[src/rtl/spi_byte_pkg.sv]
`timescale 1ns/1ps
package spi_byte_pkg;
  localparam int unsigned ADDR_W = 3;
  localparam int unsigned DATA_W = 8;
  localparam int unsigned DIV_W  = 8;

  localparam logic [ADDR_W-1:0] OFF_MODE = 3'd0;
  localparam logic [ADDR_W-1:0] OFF_RXD  = 3'd1;
  localparam logic [ADDR_W-1:0] OFF_TXD  = 3'd2;
  localparam logic [ADDR_W-1:0] OFF_CTRL = 3'd3;
  localparam logic [ADDR_W-1:0] OFF_STAT = 3'd4;
  localparam logic [ADDR_W-1:0] OFF_DIV  = 3'd6;

  // field order follows the mode register bit positions 4..0
  typedef struct packed {
    logic lead;   // latch on leading edge
    logic en;
    logic lsb;
    logic cpol;
    logic loop;
  } mode_t;

  localparam int unsigned MODE_W = $bits(mode_t);
endpackage

[src/rtl/spi_byte_regs.sv]
`timescale 1ns/1ps
module spi_byte_regs
  import spi_byte_pkg::*;
#(
  parameter int unsigned DW = DATA_W,
  parameter int unsigned VW = DIV_W
) (
  input  logic              clk_i,
  input  logic              rst_ni,
  input  logic              we_i,
  input  logic              re_i,
  input  logic [ADDR_W-1:0] addr_i,
  input  logic [DW-1:0]     wdata_i,
  output logic [DW-1:0]     rdata_o,
  input  logic              busy_i,
  input  logic              done_i,
  input  logic [DW-1:0]     rx_byte_i,
  output mode_t             mode_o,
  output logic [VW-1:0]     div_o,
  output logic [DW-1:0]     txd_o,
  output logic              start_o,
  output logic              rx_ready_o
);
  mode_t         mode_q;
  logic [VW-1:0] div_q;
  logic [DW-1:0] txd_q, rxd_q;
  logic          ready_q;
  logic          rd_rx;

  assign rd_rx   = re_i && (addr_i == OFF_RXD);
  assign start_o = we_i && (addr_i == OFF_CTRL) && wdata_i[0] && mode_q.en && !busy_i;

  always_ff @(posedge clk_i or negedge rst_ni) begin
    if (!rst_ni) begin
      mode_q  <= '0;
      div_q   <= '0;
      txd_q   <= '0;
      rxd_q   <= '0;
      ready_q <= 1'b0;
    end else begin
      if (we_i) begin
        unique case (addr_i)
          OFF_MODE: mode_q <= mode_t'(wdata_i[MODE_W-1:0]);
          OFF_TXD:  txd_q  <= wdata_i;
          OFF_DIV:  div_q  <= wdata_i[VW-1:0];
          default: ;
        endcase
      end
      if (done_i) begin
        rxd_q   <= rx_byte_i;
        ready_q <= 1'b1;
      end else if (rd_rx) begin
        ready_q <= 1'b0;
      end
    end
  end

  always_comb begin
    rdata_o = '0;
    unique case (addr_i)
      OFF_MODE: rdata_o = DW'(mode_q);
      OFF_RXD:  rdata_o = rxd_q;
      OFF_TXD:  rdata_o = txd_q;
      OFF_STAT: rdata_o = DW'({busy_i, ready_q});
      OFF_DIV:  rdata_o = DW'(div_q);
      default:  rdata_o = '0;
    endcase
  end

  assign mode_o     = mode_q;
  assign div_o      = div_q;
  assign txd_o      = txd_q;
  assign rx_ready_o = ready_q;
endmodule

[src/rtl/spi_byte_prescaler.sv]
`timescale 1ns/1ps
module spi_byte_prescaler #(
  parameter int unsigned VW = 8
) (
  input  logic          clk_i,
  input  logic          rst_ni,
  input  logic          run_i,
  input  logic [VW-1:0] div_i,
  output logic          tick_o
);
  // one tick per half serial period: 2*(div+1) bus clocks
  logic [VW:0] cnt_q;
  logic [VW:0] last_c;

  assign last_c = {div_i, 1'b1};
  assign tick_o = run_i && (cnt_q == last_c);

  always_ff @(posedge clk_i or negedge rst_ni) begin
    if (!rst_ni)                cnt_q <= '0;
    else if (!run_i || tick_o)  cnt_q <= '0;
    else                        cnt_q <= cnt_q + 1'b1;
  end
endmodule

[src/rtl/spi_byte_shifter.sv]
`timescale 1ns/1ps
module spi_byte_shifter #(
  parameter int unsigned DW = 8
) (
  input  logic          clk_i,
  input  logic          rst_ni,
  input  logic          start_i,
  input  logic          tick_i,
  input  logic [DW-1:0] tx_byte_i,
  input  logic          lead_i,
  input  logic          lsb_i,
  input  logic          cpol_i,
  input  logic          loop_i,
  input  logic          miso_i,
  output logic          busy_o,
  output logic          run_o,
  output logic          done_o,
  output logic [DW-1:0] rx_byte_o,
  output logic          sck_o,
  output logic          mosi_o
);
  localparam int unsigned EDGES = 2 * DW;
  localparam int unsigned CW    = $clog2(EDGES);

  logic          active_q, tail_q, ph_q;
  logic [CW-1:0] edge_q;
  logic [DW-1:0] tx_q, rx_q, rx_nxt;
  logic          step, leading, last, sample, shift, din;

  assign step    = tick_i && active_q;
  assign leading = !edge_q[0];
  assign last    = edge_q == CW'(EDGES - 1);
  assign sample  = step && (lead_i ? leading : !leading);
  // shift after each sample except the final one
  assign shift   = step && !sample && !(lead_i ? last : (edge_q == '0));

  assign mosi_o  = lsb_i ? tx_q[0] : tx_q[DW-1];
  assign din     = loop_i ? mosi_o : miso_i;

  always_comb begin
    rx_nxt = rx_q;
    if (sample) rx_nxt = lsb_i ? {din, rx_q[DW-1:1]} : {rx_q[DW-2:0], din};
  end

  assign done_o    = step && last;
  assign rx_byte_o = rx_nxt;
  assign busy_o    = active_q || tail_q;
  assign run_o     = active_q;
  assign sck_o     = ph_q ^ cpol_i;

  always_ff @(posedge clk_i or negedge rst_ni) begin
    if (!rst_ni) begin
      active_q <= 1'b0;
      tail_q   <= 1'b0;
      ph_q     <= 1'b0;
      edge_q   <= '0;
      tx_q     <= '0;
      rx_q     <= '0;
    end else begin
      tail_q <= 1'b0;
      rx_q   <= rx_nxt;
      if (start_i) begin
        active_q <= 1'b1;
        ph_q     <= 1'b0;
        edge_q   <= '0;
        tx_q     <= tx_byte_i;
      end else if (step) begin
        ph_q   <= ~ph_q;
        edge_q <= edge_q + 1'b1;
        if (shift) tx_q <= lsb_i ? (tx_q >> 1) : (tx_q << 1);
        if (last) begin
          active_q <= 1'b0;
          tail_q   <= 1'b1;
        end
      end
    end
  end
endmodule

[src/rtl/spi_byte_master.sv]
`timescale 1ns/1ps
module spi_byte_master
  import spi_byte_pkg::*;
(
  input  logic              clk_i,
  input  logic              rst_ni,
  input  logic              we_i,
  input  logic              re_i,
  input  logic [ADDR_W-1:0] addr_i,
  input  logic [DATA_W-1:0] wdata_i,
  output logic [DATA_W-1:0] rdata_o,
  output logic              irq_o,
  output logic              sck_o,
  output logic              mosi_o,
  input  logic              miso_i
);
  mode_t             mode;
  logic [DIV_W-1:0]  div;
  logic [DATA_W-1:0] txd, rx_byte;
  logic              start, busy, run, done, tick, rx_ready;
  logic              pol_idle, port_en;

  spi_byte_regs #(.DW(DATA_W), .VW(DIV_W)) u_regs (
    .clk_i, .rst_ni, .we_i, .re_i, .addr_i, .wdata_i, .rdata_o,
    .busy_i(busy), .done_i(done), .rx_byte_i(rx_byte),
    .mode_o(mode), .div_o(div), .txd_o(txd), .start_o(start),
    .rx_ready_o(rx_ready)
  );

  spi_byte_prescaler #(.VW(DIV_W)) u_pre (
    .clk_i, .rst_ni, .run_i(run), .div_i(div), .tick_o(tick)
  );

  spi_byte_shifter #(.DW(DATA_W)) u_shift (
    .clk_i, .rst_ni, .start_i(start), .tick_i(tick), .tx_byte_i(txd),
    .lead_i(mode.lead), .lsb_i(mode.lsb), .cpol_i(mode.cpol),
    .loop_i(mode.loop), .miso_i, .busy_o(busy), .run_o(run),
    .done_o(done), .rx_byte_o(rx_byte), .sck_o, .mosi_o
  );

  assign irq_o    = rx_ready;
  assign pol_idle = mode.cpol;
  assign port_en  = mode.en;
endmodule

[config.mk]
export PLATFORM = sky130hd
export DESIGN_NAME = spi_byte_master
export DESIGN_NICKNAME = d
export VERILOG_FILES = /design/src/rtl/spi_byte_pkg.sv /design/src/rtl/spi_byte_regs.sv /design/src/rtl/spi_byte_prescaler.sv /design/src/rtl/spi_byte_shifter.sv /design/src/rtl/spi_byte_master.sv
export SDC_FILE = /design/constraint.sdc
export NUM_CORES = 1
export LEC_CHECK = 0
export ABC_AREA = 1
export BUFFER_PORTS_ARGS = -buffer_cell sky130_fd_sc_hd__clkbuf_2
export CAP_MARGIN = 20
export CORE_MARGIN = 2
export CORE_UTILIZATION = 40
export CTS_BUF_LIST = sky130_fd_sc_hd__clkbuf_8
export DETAILED_ROUTE_END_ITERATION = 8
export GPL_ROUTABILITY_DRIVEN = 0
export PLACE_DENSITY_LB_ADDON = 0.1
export SYNTH_ARGS = -nofsm -noshare
export SYNTH_HDL_FRONTEND = slang
export SYNTH_HIERARCHICAL = 1
export SYNTH_SLANG_ARGS = --single-unit
[constraint.sdc]
create_clock -name clk_i -period 5.5 [get_ports clk_i]
set_input_delay 0.275 -clock clk_i [delete_from_list [all_inputs] [get_ports clk_i]]
set_output_delay 0.275 -clock clk_i [all_outputs]
set_load 0.01 [all_outputs]
==> impl_metrics.json, run 1 <==
{
  "n_antenna_cell": 0,
  "firstDrtPassIters": 4,
  "final_common_cell": "nand2_1",
  "synthesis.area_sq_mm": 0.003463,
  "pin_count": 27,
  "p_leak_nw": 1.924,
  "fin_setup_tns_ns": 0,
  "coreArea_sq_mm": 0.008299,
  "maxSlewHeadroom_pct": 47.51,
  "start_kind": "flip-flop",
  "final_cell_mix": "145 x nand2_1, 62 x dfrtp_1, 51 x inv_1",
  "yosys.area.top_type": "dfrtp_1",
  "cts_resized": 0,
  "yosysWarningCount": 6,
  "synth.top_cell.area_share_pct": 44.80,
  "crit_chain": "inv_1 > nand2_1 > nand2_1 > nand2_1 > nor2_1 > nand3_2 > nor2_1 > nand2_2 > nor2_1 > inv_1 > nand2_1 > nand2_1",
  "synthCells": 447,
  "cts_tree": "built",
  "max_freq_ghz": 0.4265,
  "dieWidth_um": 97.05,
  "peakVddDrop_v": 0.0001025,
  "cp_common_cell": "nand2_1",
  "hold_class": "in -> async",
  "yosysSeqAreaShare_pct": 44.80,
  "fin_util_pct": 46.06,
  "rsz0062_at_grt": "no",
  "numCtsBuffers": 9,
  "avgViaCountPerCell": 4.814,
  "synth_edf_count": 0,
  "num_vias": 2802,
  "crit_path_top_delay_cell": "nor2_1",
  "drtIter0Drc": 185,
  "worstReg2RegEnd": "u_regs/rxd_q[3]",
  "post-dp-hpwl_um": 5922,
  "crit_fanout": 13,
  "antenna_left": 0,
  "die_h_um": 97.05,
  "layout.nets": 491,
  "skew_ns": 0.008794,
  "numClockSinks": 62,
  "postCtsSetupRepairBufs": 0,
  "syn_area_per_cell_sq_um": 7.748,
  "power_density_mw_per_mm2": 315.9,
  "portBuffers": 26,
  "hold_violations": 0,
  "max_cap_violations": 0,
  "clkLatencyLatePin_ns": 0.33,
  "wl_um": 8010,
  "routedWlPerCell_um": 13.76,
  "end_kind": "flip-flop",
  "crit_type": "reg -> reg",
  "ys_ff_latch": 62,
  "timing.final.crit_share_pct": 42.63,
  "grt_pass1_wl_um": 13610,
  "regToRegStartpoint": "u_pre/cnt_q[3]",
  "path_clk_slew_ns": 0.07,
  "start_util_pct": 41.73,
  "grt_usage_pct": 18.16,
  "finalMaxSlewViolations": 0,
  "synth-main-ff-cell": "dfrtp_1",
  "drive_gt1_share_pct": 18.24,
  "cp.arrival_ns": 2.57,
  "cp_data_required_time_ns": 5.72,
  "hold_buffers": 0,
  "status": "completed",
  "num_rows": 33,
  "antenna_found_initial": 0,
  "worst_pin_slew_ns": 0.7874,
  "max_stage_delay_ns": 0.63,
  "whs_ns": 0.09384,
  "r2r_cells": 12,
  "clockRootBuffer": "clkbuf_8",
  "layout_min_cycle_time_ns": 2.345,
  "area_delta_synth_final_pct": 10.37,
  "drc_errors": 0,
  "ys_types": 37,
  "fillers": 864,
  "grt_pass1_vias": 2776,
  "clk_path_buf_depth": 2,
  "syn_nets": 466,
  "htree_num_levels": 3,
  "setup_viol": 0,
  "grt_max_degree": 63,
  "yosys-top-cells-area": "dfrtp_1 45%, nand2_1 16%, inv_1 5.3%",
  "fp.dieArea_sq_mm": 0.009419,
  "r2r_slack_ns": 3.16,
  "async_reset_ff_share_pct": 100.0,
  "grt-ovfl-total": 0
}
-- logic make-up after synthesis --
logic type | synth area share (%)
adder cells (fa/ha/maj) | 1.084
AND/OR/NAND/NOR | 31.72
AO/OA/AOI/OAI | 10.59
buffers and inverters | 9.285
flip-flops | 44.80
XOR/XNOR | 2.529
-- worst max path at each step --
| stage | startpoint | to | slack, ns |
|---|---|---|---|
| 2_1_floorplan | u_pre/cnt_q[3] | u_regs/rxd_q[0] | 3.72 |
| 3_3_place_gp | u_pre/cnt_q[3] | u_regs/rxd_q[4] | 3.26 |
| 3_5_place_dp | u_pre/cnt_q[3] | u_regs/rxd_q[3] | 3.17 |
| 4_1_cts | u_pre/cnt_q[3] | u_regs/rxd_q[3] | 3.14 |
| 5_1_grt | u_pre/cnt_q[0] | u_regs/rxd_q[2] | 2.83 |
| 6_report | u_pre/cnt_q[3] | u_regs/rxd_q[3] | 3.16 |
-- power breakdown --
part | switching [mW] | internal [mW]
registers | 0.0726 | 0.519
clock network | 0.177 | 0.203
logic | 0.144 | 0.0926
-- registers in the layout (all words and copies together) (netlist names) --
signal and cells:
u_shift/edge_q 4, u_regs/rxd_q 8, u_pre/cnt_q 9, u_regs/txd_o 8, u_regs/mode_o 5, u_shift/tx_q 8, u_regs/div_o 8, u_shift/run_o 1
u_shift/rx_q 8, u_shift/ph_q 1, u_shift/tail_q 1, u_regs/rx_ready_o 1
-- worst max-delay path: cells and delay by family, from the launching register on --
family        cells  cell delay [ns]
flops             1             0.43
buf+inv           2             0.34
simple gates     10             1.47
-- layer usage --
metal  routed length, um  GRT usage [%]  up-vias  part of all wire, %
met2                3661          28.04       39                   46
met3                 227          3.309        6                  2.8
met4                 101          7.476        0                  1.3
met1                4019          25.24     1297                   50
met5                   0              0        -                    0
li1                    -              -     1460                    -
-- cells in the mapped netlist (all sizes together), types with 2 or more instances --
| master | number |
|---|---|
| xor2 | 9 |
| nor2 | 35 |
| dfrtp | 62 |
| nor3 | 4 |
| inv | 55 |
| ha | 3 |
| o21ai | 48 |
| o211ai | 3 |
| clkbuf | 2 |
| nand2 | 158 |
| buf | 12 |
| nand3 | 40 |
| a21oi | 3 |
| nand4 | 5 |
-- area by class of cell --
type                            instances  area, sq um  area share [%]
Clock inverter                          7        57.56           1.506
Sequential cell                        62         1551           40.59
Tap cell                              105        131.4           3.437
Multi-Input combinational cell        315         1595           41.73
Clock buffer                            9        123.9           3.241
Inverter                               56        217.7           5.696
Timing Repair Buffer                   28        145.1           3.797
-- per-stage QoR --
step | power, mW | instance area, sq um | cells | worst slack (ns)
6_report | 1.208 | 3822 | 582 | 3.155
5_1_grt | 1.289 | 3822 | 582 | 2.826
4_1_cts | 1.223 | 3822 | 582 | 3.143
3_5_place_dp | 0.8397 | 3641 | 566 | 3.166
3_3_place_gp | 0.8371 | 3641 | 566 | 3.255
2_1_floorplan | 0.7594 | 3463 | 447 | 3.722
Power figures use the tool's default switching activity.
==> run 2: changes to the inputs <==
- clock period: 5.5 -> 2.29 ns (I/O delays scaled with it)
==> run 2 against run 1 <==
  * Critical path type unchanged
  * Combinational power rose by 150%
  * Sequential cell count stayed put
  * Clock power rose to 2.6 times the previous value
  * Non-clock buffer count grew 5
  * Global-route usage grew 0.66 points
  * Worst hold slack worse by 0.074 ns
  * Via count is 1.9% higher
  * Count of clock-buffer cells in the layout up 2
  * Clock skew rose by 0.0041 ns
  * Highest routed layer unchanged
  * Sequential share of layout area is 0.81 points lower
  * Cell count is 0.86% higher
==> impl_metrics.json, run 2 (synthesized netlist as in run 1, its figures left out) <==
{
  "crit_type": "reg -> reg",
  "path_clk_slew_ns": 0.08,
  "avgViaCountPerCell": 4.865,
  "area_delta_synth_final_pct": 12.61,
  "num_vias": 2856,
  "whs_ns": 0.01950,
  "crit_path_top_delay_cell": "dfrtp_1",
  "numCtsBuffers": 9,
  "clkLatencyLatePin_ns": 0.35,
  "max_freq_ghz": 0.5286,
  "max_cap_violations": 0,
  "drc_errors": 0,
  "cp_common_cell": "nand2_1",
  "power_density_mw_per_mm2": 768.5,
  "hold_class": "in -> reg",
  "cp.arrival_ns": 2.17,
  "place_area_sq_mm": 0.003669,
  "critPathLaunch": "u_pre/cnt_q[3]",
  "post-dp-hpwl_um": 6045,
  "seq_area_sq_mm": 0.001551,
  "antenna_left": 0,
  "min_path_cells": 3,
  "fillers": 825,
  "start_util_pct": 41.73,
  "cts_tree": "built",
  "status": "completed",
  "timing.final.crit_share_pct": 82.61,
  "regMostFlops": "u_pre/cnt_q",
  "multi_input_area_sq_mm": 0.001595,
  "r2r_slack_ns": 0.40,
  "grt_pass1_vias": 2752,
  "fin_util_pct": 46.99,
  "p_leak_nw": 1.955,
  "maxSlewHeadroom_pct": 67.38,
  "layout.nets": 496,
  "die_h_um": 97.05,
  "pin_count": 27,
  "postCtsSetupRepairBufs": 0,
  "layout_min_cycle_time_ns": 1.892,
  "final_area_sq_mm": 0.003900,
  "crit_chain": "inv_1 > nand2_1 > nand2_1 > nand2_1 > nor2_1 > nand3_2 > nor2_1 > nand2_2 > clkinv_4 > nand2_4 > inv_4 > nand2_1 > o21ai_2 > nand2_1 > nand2_1",
  "end_kind": "flip-flop",
  "fp.dieArea_sq_mm": 0.009419,
  "wl_um": 8310,
  "peakVddDrop_v": 0.0003265,
  "dp_worst_setup_slack_ns": 0.3848,
  "num_rows": 33,
  "antenna_found_initial": 0,
  "cp_data_required_time_ns": 2.57,
  "setup_viol": 0,
  "hold_violations": 0,
  "drtIter0Drc": 200,
  "grt-ovfl-total": 0,
  "numClockSinks": 62,
  "largest_reg_flops": 9,
  "r2r_cells": 15,
  "htree_num_levels": 3,
  "skew_ns": 0.01287,
  "clockRootBuffer": "clkbuf_8",
  "final_cell_mix": "145 x nand2_1, 62 x dfrtp_1, 51 x inv_1",
  "finalWorstSetupSlack_ns": 0.3982,
  "clk_path_buf_depth": 2,
  "crit_fanout": 12,
  "drive_gt1_share_pct": 18.46,
  "coreArea_sq_mm": 0.008299,
  "grt_max_degree": 63,
  "final_common_cell": "nand2_1",
  "grt_pass1_wl_um": 14120,
  "worstReg2RegEnd": "u_regs/rxd_q[2]",
  "n_antenna_cell": 0,
  "max_stage_delay_ns": 0.43,
  "start_kind": "flip-flop",
  "finalMaxSlewViolations": 0,
  "firstDrtPassIters": 4,
  "min_from": "wdata_i[6]",
  "grt_usage_pct": 18.82,
  "hold_path_end": "u_regs/txd_o[6]",
  "routedWlPerCell_um": 14.16,
  "dieWidth_um": 97.05,
  "worst_pin_slew_ns": 0.4892,
  "fin_setup_tns_ns": 0,
  "regToRegStartpoint": "u_pre/cnt_q[3]",
  "rsz0062_at_grt": "no",
  "portBuffers": 26
}
run 2: worst max path at each step:
stage / endpoint / slack, ns / depth (start not counted)
final: u_regs/rxd_q[2] / 0.40 / 15
after floorplan: u_regs/rxd_q[0] / 0.51 / 11
after detailed placement: u_regs/rxd_q[5] / 0.38 / 15
after CTS: u_regs/rxd_q[5] / 0.36 / 15
after global placement: u_regs/rxd_q[3] / 0.40 / 13
after global routing: u_regs/rxd_q[5] / 0.11 / 15
run 2: area by class of cell:
class / count / area share [%]
sequential: 62 / 39.78
clock buffer: 11 / 3.882
tap: 105 / 3.369
inverter: 56 / 5.582
clock inverter: 5 / 1.283
multi-input combinational: 315 / 40.90
timing repair buffer: 33 / 5.197
run 2: report_power, final:
part | leakage (nW) | internal, mW | switching (mW)
Sequential | 0.781 | 1.25 | 0.171
Clock | 0.108 | 0.553 | 0.437
Combinational | 1.07 | 0.232 | 0.359
Total | 1.95 | 2.03 | 0.967
run 2: metrics by stage:
step / cells / power (mW)
4_1_cts: 587 / 3.033
2_1_floorplan: 447 / 1.824
6_report: 587 / 2.997
3_3_place_gp: 568 / 2.028
5_1_grt: 587 / 3.198
3_5_place_dp: 568 / 2.029
run 2: repair_timing:
action	4_1_cts	5_1_grt
endpoints found under the hold margin	64	0
hold buffers	3	0
gates resized for setup	0	0
run 2: critical path: cells and delay by family (launching register included):
kind                   cells  cell delay (ns)
AND/OR/NAND/NOR           11             0.93
flip-flops                 1             0.43
AO/OA/AOI/OAI              1             0.08
buffers and inverters      3             0.36
run 2: metal layers:
metal	wire [um]	GRT usage [%]	up-vias
met3	281	4.676	7
met2	3897	29.59	44
li1	-	-	1477
met5	0	0	-
met4	53	4.550	0
met1	4077	26.23	1328
==> run 3: changes to the inputs <==
- clock period: 2.29 -> 1.7 ns (I/O delays scaled with it)
==> run 3 against run 2 <==
  * The run now ends with negative setup slack left
  * First-iteration DRC count decreased by 35%
  * Clock power increased by 24%
  * Setup slack got worse by 0.43 ns
  * Critical path type unchanged
==> impl_metrics.json, run 3 (synthesized netlist as in run 1, its figures left out) <==
{
  "status": "complete, but fails checks",
  "violations": "negative setup slack",
  "numClockSinks": 62,
  "routedWlPerCell_um": 13.66,
  "grt_usage_pct": 19.22,
  "numCtsBuffers": 9,
  "timing.final.crit_share_pct": 102.0,
  "peakVddDrop_v": 0.0004041,
  "grt_max_degree": 63,
  "crit_fanout": 4,
  "coreArea_sq_mm": 0.008299,
  "end_kind": "flip-flop",
  "whs_ns": 0.02554,
  "cp_data_required_time_ns": 1.93,
  "p_leak_nw": 2.136,
  "grt-ovfl-total": 0,
  "maxSlewHeadroom_pct": 75.54,
  "fp.dieArea_sq_mm": 0.009419,
  "skew_ns": 0.008679,
  "finalMaxSlewViolations": 0,
  "firstDrtPassIters": 4,
  "num_vias": 3017,
  "die_h_um": 97.05,
  "drc_errors": 0,
  "start_util_pct": 41.73,
  "n_antenna_cell": 0,
  "finalWorstSetupSlack_ns": -0.03335,
  "clockRootBuffer": "clkbuf_8",
  "portBuffers": 26,
  "crit_type": "reg -> reg",
  "rsz0062_at_grt": "yes",
  "drive_gt1_share_pct": 26.45,
  "max_cap_violations": 0,
  "layout.nets": 533,
  "drtIter0Drc": 130,
  "start_kind": "flip-flop",
  "antenna_left": 0,
  "wl_um": 8513,
  "clk_path_buf_depth": 2,
  "grt_pass1_vias": 2973,
  "final_cell_mix": "143 x nand2_1, 61 x dfrtp_1, 48 x inv_1",
  "post-dp-hpwl_um": 6201,
  "power_density_mw_per_mm2": 956.9,
  "avgViaCountPerCell": 4.843,
  "regMostFlops": "u_pre/cnt_q",
  "setup_viol": 2,
  "fin_setup_tns_ns": -0.05356,
  "dieWidth_um": 97.05,
  "worst_pin_slew_ns": 0.3669,
  "max_freq_ghz": 0.5769,
  "largest_reg_flops": 9,
  "layout_min_cycle_time_ns": 1.733,
  "final_common_cell": "nand2_1",
  "area_delta_synth_final_pct": 22.69,
  "htree_num_levels": 3,
  "pin_count": 27,
  "antenna_found_initial": 0,
  "path_clk_slew_ns": 0.07,
  "cp.arrival_ns": 1.96,
  "num_rows": 33,
  "hold_class": "in -> reg",
  "grt_pass1_wl_um": 14510,
  "clkLatencyLatePin_ns": 0.34,
  "hold_violations": 0,
  "cts_tree": "built"
}
-- run 3: cell types whose count changed in the layout (fill, tap and decap cells not counted), moves of 3 or more --
cell     delta
buf_4      +32
o21ai_1     +4
a21oi_1     -3
nor2_2      +3
a21oi_2     +3
inv_2       +3
nor2_1      -4
o21ai_0     -4
inv_1       -3
-- run 3: per-stage QoR --
| step | total power, mW | setup WS [ns] | cells | instance area (sq um) | util (%) |
|---|---|---|---|---|---|
| 3_5_place_dp | 2.828 | -0.07787 | 599 | 3926 | 47.31 |
| 4_1_cts | 4.131 | -0.006018 | 620 | 4202 | 50.63 |
| 5_1_grt | 4.343 | -0.2343 | 623 | 4249 | 51.20 |
| 2_1_floorplan | 2.458 | 0.0001145 | 447 | 3465 | - |
| 3_3_place_gp | 2.818 | -0.04818 | 599 | 3926 | 47.31 |
| 6_report | 4.066 | -0.03335 | 623 | 4249 | 51.20 |
-- run 3: what timing repair did --
action	in CTS	in global routing
hold buffers	4	0
endpoints found under the setup margin	10	33
gates resized for setup	12	10
pin swaps	8	14
buffers inserted	2	3
endpoints found under the hold margin	68	0
-- run 3: metal layers --
metal | share of wire (%) | track usage, % | vias to the layer above
met3 | 3.3 | 4.245 | 9
li1 | - | - | 1549
met4 | 1.5 | 6.609 | 0
met1 | 46 | 24.71 | 1418
met5 | 0 | 0 | -
met2 | 49 | 32.05 | 41
-- run 3: layout make-up --
type | instances | area (sq um)
Timing Repair Buffer | 70 | 515.5
Fill cell | 831 | 4050
Inverter | 56 | 222.7
Clock buffer | 13 | 178.9
Multi-Input combinational cell | 315 | 1640
Sequential cell | 62 | 1553
Clock inverter | 2 | 7.507
Tap cell | 105 | 131.4
-- run 3: power by group --
part	internal [mW]	switching, mW	leakage, nW
Sequential	1.68	0.184	0.780
Combinational	0.405	0.567	1.25
Clock	0.671	0.559	0.104
-- run 3: worst max-delay path, cell delays in order, from the launching register on --
cell,delay (ns)
dfrtp_1,0.37
inv_1,0.05
nand2_1,0.06
nand2_1,0.05
inv_1,0.05
nand2_1,0.06
nor2_2,0.10
nand3_2,0.09
nor2_2,0.13
nand2_2,0.11
buf_4,0.15
buf_4,0.12
buf_4,0.12
xor2_1,0.12
nor2_1,0.05
-- run 3: worst paths after layout --
| check | start | endpoint | slack, ns | cells after the start |
|---|---|---|---|---|
| max | u_regs/div_o[3] | u_shift/ph_q | -0.03 | 14 |
| min reg2reg | u_regs/rxd_q[4] | u_regs/rxd_q[4] | 0.48 | 2 |
| max in group asynchronous | rst_ni | u_regs/mode_o[2] | 1.08 | 3 |
| min | re_i | u_regs/rx_ready_o | 0.03 | 4 |
| min in group asynchronous | rst_ni | u_shift/edge_q[0] | 0.28 | 3 |
| max reg2reg | u_regs/div_o[3] | u_shift/ph_q | -0.03 | 14 |
